### src/rtl/pwm10_pkg.sv
package pwm10_pkg;
  localparam int unsigned DEF_CNT_W = 8;
  localparam int unsigned DEF_EXT_W = 2;
  localparam int unsigned DEF_NCH   = 2;

  typedef enum logic {TB_IDLE = 1'b0, TB_RUN = 1'b1} tb_state_e;
endpackage

### src/rtl/pwm10_timebase.sv
module pwm10_timebase
  import pwm10_pkg::*;
#(
  parameter int unsigned CNT_W = DEF_CNT_W,
  parameter int unsigned EXT_W = DEF_EXT_W
) (
  input  logic             clk,
  input  logic             rst_n,
  input  logic             cnt_tick,
  input  logic             run_en,
  input  logic [EXT_W-1:0] ext_sel,
  output logic             running,
  output logic [CNT_W-1:0] pos,
  output logic [EXT_W-1:0] slot,
  output logic [EXT_W-1:0] ext_lat,
  output logic             load,
  output logic             long_start
);
  localparam logic [CNT_W-1:0] POS_LAST  = {CNT_W{1'b1}};
  localparam logic [EXT_W-1:0] SLOT_LAST = {EXT_W{1'b1}};

  tb_state_e        state_q, state_d;
  logic [CNT_W-1:0] pos_q, pos_d;
  logic [EXT_W-1:0] slot_q, slot_d;
  logic [EXT_W-1:0] ext_q, ext_d;
  logic             strobe_q, strobe_d;
  logic             wrap_long;

  assign wrap_long = (pos_q == POS_LAST) && (slot_q == SLOT_LAST);
  assign load      = run_en && cnt_tick && ((state_q == TB_IDLE) || wrap_long);

  always_comb begin
    state_d  = state_q;
    pos_d    = pos_q;
    slot_d   = slot_q;
    ext_d    = ext_q;
    strobe_d = 1'b0;
    if (!run_en) begin
      state_d = TB_IDLE;
      pos_d   = '0;
      slot_d  = '0;
    end else if (cnt_tick) begin
      if (load) begin
        state_d  = TB_RUN;
        pos_d    = '0;
        slot_d   = '0;
        ext_d    = ext_sel;
        strobe_d = 1'b1;
      end else if (pos_q == POS_LAST) begin
        pos_d  = '0;
        slot_d = slot_q + 1'b1;
      end else begin
        pos_d = pos_q + 1'b1;
      end
    end
  end

  always_ff @(posedge clk or negedge rst_n) begin
    if (!rst_n) begin
      state_q  <= TB_IDLE;
      pos_q    <= '0;
      slot_q   <= '0;
      ext_q    <= '0;
      strobe_q <= 1'b0;
    end else begin
      state_q  <= state_d;
      pos_q    <= pos_d;
      slot_q   <= slot_d;
      ext_q    <= ext_d;
      strobe_q <= strobe_d;
    end
  end

  assign running    = (state_q == TB_RUN);
  assign pos        = pos_q;
  assign slot       = slot_q;
  assign ext_lat    = ext_q;
  assign long_start = strobe_q;

  // the strobe coincides with the origin of a long interval
  p_strobe_at_origin_r4: assert property (@(posedge clk) disable iff (!rst_n)
    long_start |-> (running && pos == '0 && slot == '0));

  // the strobe never lasts two cycles
  p_strobe_single_r4: assert property (@(posedge clk) disable iff (!rst_n)
    long_start |=> !long_start);

  // the stretch value changes only on a load
  p_ext_hold_r6: assert property (@(posedge clk) disable iff (!rst_n)
    !load |=> $stable(ext_lat));
endmodule

### src/rtl/pwm10_channel.sv
module pwm10_channel
  import pwm10_pkg::*;
#(
  parameter int unsigned CNT_W = DEF_CNT_W,
  parameter int unsigned EXT_W = DEF_EXT_W
) (
  input  logic             clk,
  input  logic             rst_n,
  input  logic             load,
  input  logic             run_en,
  input  logic             cnt_tick,
  input  logic [CNT_W-1:0] duty,
  input  logic             running,
  input  logic [CNT_W-1:0] pos,
  input  logic [EXT_W-1:0] slot,
  input  logic [EXT_W-1:0] ext_lat,
  output logic             pwm
);
  localparam logic [CNT_W-1:0] POS_LAST = {CNT_W{1'b1}};

  logic [CNT_W-1:0] duty_q, duty_d;
  logic [CNT_W:0]   width;
  logic             stretch;

  always_comb begin
    duty_d = duty_q;
    if (load) duty_d = duty;
  end

  always_ff @(posedge clk or negedge rst_n) begin
    if (!rst_n) duty_q <= '0;
    else        duty_q <= duty_d;
  end

  assign stretch = (slot < ext_lat);
  assign width   = {1'b0, duty_q} + {{CNT_W{1'b0}}, stretch};
  assign pwm     = running && ({1'b0, pos} < width);

  // once low, the pulse does not return inside the same short interval
  p_single_pulse_r3: assert property (@(posedge clk) disable iff (!rst_n)
    (running && !pwm && run_en && cnt_tick && !load && pos != POS_LAST) |=> !pwm);

  // the latched duty moves only on a load
  p_duty_hold_r6: assert property (@(posedge clk) disable iff (!rst_n)
    !load |=> $stable(duty_q));
endmodule

### src/rtl/pwm10_top.sv
module pwm10_top
  import pwm10_pkg::*;
#(
  parameter int unsigned CNT_W = DEF_CNT_W,
  parameter int unsigned EXT_W = DEF_EXT_W,
  parameter int unsigned NCH   = DEF_NCH
) (
  input  logic                 clk,
  input  logic                 rst_n,
  input  logic                 cnt_tick,
  input  logic                 run_en,
  input  logic [NCH*CNT_W-1:0] duty_flat,
  input  logic [EXT_W-1:0]     ext_sel,
  output logic [NCH-1:0]       pwm_out,
  output logic                 long_start
);
  logic             running;
  logic [CNT_W-1:0] pos;
  logic [EXT_W-1:0] slot;
  logic [EXT_W-1:0] ext_lat;
  logic             load;

  pwm10_timebase #(.CNT_W(CNT_W), .EXT_W(EXT_W)) u_tb (
    .clk(clk), .rst_n(rst_n), .cnt_tick(cnt_tick), .run_en(run_en),
    .ext_sel(ext_sel), .running(running), .pos(pos), .slot(slot),
    .ext_lat(ext_lat), .load(load), .long_start(long_start)
  );

  for (genvar c = 0; c < NCH; c++) begin : g_ch
    pwm10_channel #(.CNT_W(CNT_W), .EXT_W(EXT_W)) u_ch (
      .clk(clk), .rst_n(rst_n), .load(load), .run_en(run_en),
      .cnt_tick(cnt_tick), .duty(duty_flat[c*CNT_W +: CNT_W]),
      .running(running), .pos(pos), .slot(slot), .ext_lat(ext_lat),
      .pwm(pwm_out[c])
    );
  end

  // a disabled edge leaves the outputs quiet in the next cycle
  p_disable_quiet_r2: assert property (@(posedge clk) disable iff (!rst_n)
    !run_en |=> (pwm_out == '0 && !long_start));

  // without a tick the outputs hold
  p_no_tick_hold_r9: assert property (@(posedge clk) disable iff (!rst_n)
    (run_en && !cnt_tick) |=> $stable(pwm_out));
endmodule

### config.mk
export PLATFORM = sky130hd
export DESIGN_NAME = pwm10_top
export DESIGN_NICKNAME = d
export VERILOG_FILES = /design/src/rtl/pwm10_pkg.sv /design/src/rtl/pwm10_timebase.sv /design/src/rtl/pwm10_channel.sv /design/src/rtl/pwm10_top.sv
export SDC_FILE = /design/constraint.sdc
export NUM_CORES = 1
export LEC_CHECK = 0
export BUFFER_PORTS_ARGS = -buffer_cell sky130_fd_sc_hd__buf_2
export CAP_MARGIN = 25
export CORE_MARGIN = 1.5
export CORE_UTILIZATION = 62
export DETAILED_ROUTE_END_ITERATION = 10
export PLACE_DENSITY = 0.81
export SYNTH_ARGS = -nofsm -noshare
export SYNTH_HDL_FRONTEND = slang
export SYNTH_SLANG_ARGS = --single-unit
export TNS_END_PERCENT = 5
### constraint.sdc
create_clock -name clk -period 8.8 [get_ports clk]
set_input_delay 1.76 -clock clk [delete_from_list [all_inputs] [get_ports clk]]
set_output_delay 1.76 -clock clk [all_outputs]
set_load 0.01 [all_outputs]
==> flow_metrics.tcl <==
set metrics [dict create \
    worstPathMaxFanout 4 \
    min_to "u_tb.ext_lat[1]" \
    cts_setup_buffers 0 \
    synthArstFlopShare 1.000 \
    clock-skew-final_ns 0.01521 \
    dpl_cell_area_mm2 0.002147 \
    wl_per_cell_um 15.69 \
    drive_gt1_frac 0.2571 \
    synth_top_area_frac 0.3731 \
    die_h_um 59.97 \
    avgSynthCellArea_um2 10.93 \
    dieArea_mm2 0.003596 \
    fin_crit_sh 0.5868 \
    cp_cell_sequence "ha_1, a21oi_1, ha_1, ha_1, nand4_1, xor2_1, ha_1, a211o_1, a211o_1, o21bai_1, o2bb2ai_1, buf_2" \
    setup_viol 0 \
    stdcell_area_mm2 0.002211 \
    cts-root-buf "clkbuf_4" \
    r2r_cells 5 \
    grt_pass1_wl_mm 6.320 \
    grt_max_degree 31 \
    powerDensity_mw_per_mm2 160.7 \
    vias 1503 \
    fp-row-count 20 \
    synth.net_count 229 \
    power_leakage_uw 0.001083 \
    fin_tns_setup_ns 0 \
    crit_path_start_kind "register" \
    clk_pin_slew_ns 0.11 \
    peakVddDrop_uv 113.4 \
    drtPass1Iterations 4 \
    synth_most_common_cell "dfrtp_1" \
    ys_top_cells_by_area "dfrtp_1, ha_1, mux2_4, mux2_2, xor2_1" \
    clock.fmax_mhz 193.6 \
    synthDistinctLibCells 41 \
    comb_power_share 0.254 \
    viasPerCell 5.917 \
    ctsResizeCount 0 \
    min-delay-start "u_tb.ext_lat[1]" \
    portBuffers 24 \
    critPathKind "register to output pin" \
    h-tree-depth 2 \
    drc 0 \
    grt-ovfl-total 0 \
    post-dp-hpwl_mm 2.837 \
    p_seq_frac 0.488 \
    ios 25 \
    drv_slew 0 \
    cp_common_cell "ha_1" \
    nets 254 \
    r2r-end "g_ch[0].u_ch.duty_q[5]" \
    synthTopCellsByCount "dfrtp_1, ha_1, nand2_1, mux2_2" \
    reg2reg_setup_slack_ns 6.80 \
    synth_cells 184 \
    cp.arrival_ns 3.40 \
    ys_seq_area_frac 0.3731 \
    clockBufferDepth 2 \
    internal_power_uw 241.7 \
    cts_tree "built" \
    slew_headroom 0.5557 \
    layout.cells.non_filler 254 \
    ys_warn_count 0 \
    p_sw_uw 113.7 \
    worstReg2RegStart "u_tb.pos[1]" \
    core_mm2 0.003078 \
    crit_family "compound AO/OA/AOI/OAI gates" \
    die_w_um 59.97 \
    synth_edf_count 0 \
    cp.buffers_inverters 1 \
    synth_ff_type "dfrtp_1" \
    dp_cells 246 \
    netlist_area_mm2 0.002012 \
    synth_seq_cells 30 \
    cpPeakStageDelay_ns 0.42 \
    syn2layout_area_growth_pct 9.888 \
    tightest_slew_ns 0.6665 \
    cts_hold_buffers 0 \
    cts_buffers 5 \
    synth_top_cell_by_area "dfrtp_1" \
    max-cap-violations 0 \
    drtAntennaViolNets 0 \
    hold_viol 0 \
    switching_share 0.3199 \
    antenna_cells 0 \
    clock-sinks 30 \
    critPathCaptureType "output pin" \
    clock_latency_ns 0.36 \
    hold_depth 1 \
    hold_path_class "register to register" \
    grt_pass1_vias 1474 \
    grtUsageTotal 0.2457 \
    finalCriticalPeriod_ns 5.164 \
    status "finished, final reports clean" \
    gp_congestion 0.9183 \
    antenna_found_initial 0 \
    worstPathRequired_ns 7.04 \
    hold-worst-slack_ns 0.5235 \
    grt_setup_unrepaired "no" \
    drtIter0Drc 86 \
    clkPwrFrac 0.257 \
    cp_slowest_cell "dfrtp_1" \
    totalWireLength_mm 3.984 \
    start_util 0.6537 \
]
stage by stage:
step	power, uW	util	setup slack, ns
5_1_grt	375.3	0.7183	3.382
3_5_place_dp	266.4	0.6976	4.025
3_3_place_gp	260.0	0.6976	4.157
2_1_floorplan	240.6	-	4.339
6_report	355.4	0.7183	3.636
4_1_cts	356.7	0.7183	3.619
final cells by class:
cell class / instances / area (um^2)
fill: 231 / 867.1
multi-input combinational: 139 / 1187
clock buffer: 6 / 51.30
inverter: 9 / 33.78
clock inverter: 2 / 12.51
sequential: 30 / 750.7
timing repair buffer: 24 / 120.1
tap: 44 / 55.05
worst max path at each step:
stage	from	to	slack [ns]	depth (start not counted)
floorplan	u_tb.slot[1]	pwm_out[1]	4.34	12
global placement	u_tb.slot[1]	pwm_out[1]	4.16	12
detailed placement	u_tb.slot[1]	pwm_out[1]	4.02	12
CTS	u_tb.slot[1]	pwm_out[1]	3.62	12
global route	u_tb.slot[1]	pwm_out[0]	3.38	12
finish	u_tb.slot[1]	pwm_out[0]	3.64	12
state kept, by name, indices dropped and copies added (netlist names):
register	count
u_tb.slot	2
u_tb.long_start	1
g_ch.u_ch.duty_q	16
u_tb.pos	8
u_tb.running	1
u_tb.ext_lat	2
power by group through the flow:
| stage | Sequential [uW] | Combinational, uW | Clock, uW |
|---|---|---|---|
| floorplan | 170 | 70.4 | 0 |
| global placement | 175 | 84.8 | 0 |
| detailed placement | 176 | 90.4 | 0 |
| CTS | 173 | 90.9 | 92.6 |
| global route | 175 | 102 | 97.6 |
| finish | 173 | 90.4 | 91.5 |
placed cells by master, fill, tap and decap left out, drive strengths merged, types with 4 or more instances in the layout:
cell	instances
a21oi	4
and2	4
buf	24
clkbuf	6
dfrtp	30
ha	23
inv	9
mux2	19
nand2	11
nand2b	4
nand3	9
nand4	7
nor2	9
o21a	4
o21ai	5
xnor2	6
xor2	9
cells by family after synthesis:
kind of cell	synth area share
compound gates	0.1113
xor+xnor	0.06530
buf+inv	0.03669
mux	0.1231
fa+ha+maj	0.1430
simple gates	0.1474
flops	0.3731
metal layers:
metal	wire length [um]	vias to the layer above	part of all wire	track usage
met5	0	-	0	0
met4	133	0	0.033	0.1333
met3	193	18	0.048	0.06494
met2	1972	57	0.49	0.4099
met1	1684	718	0.42	0.2851
li1	-	710	-	-
Note: power is estimated with default switching activity, not from simulation.
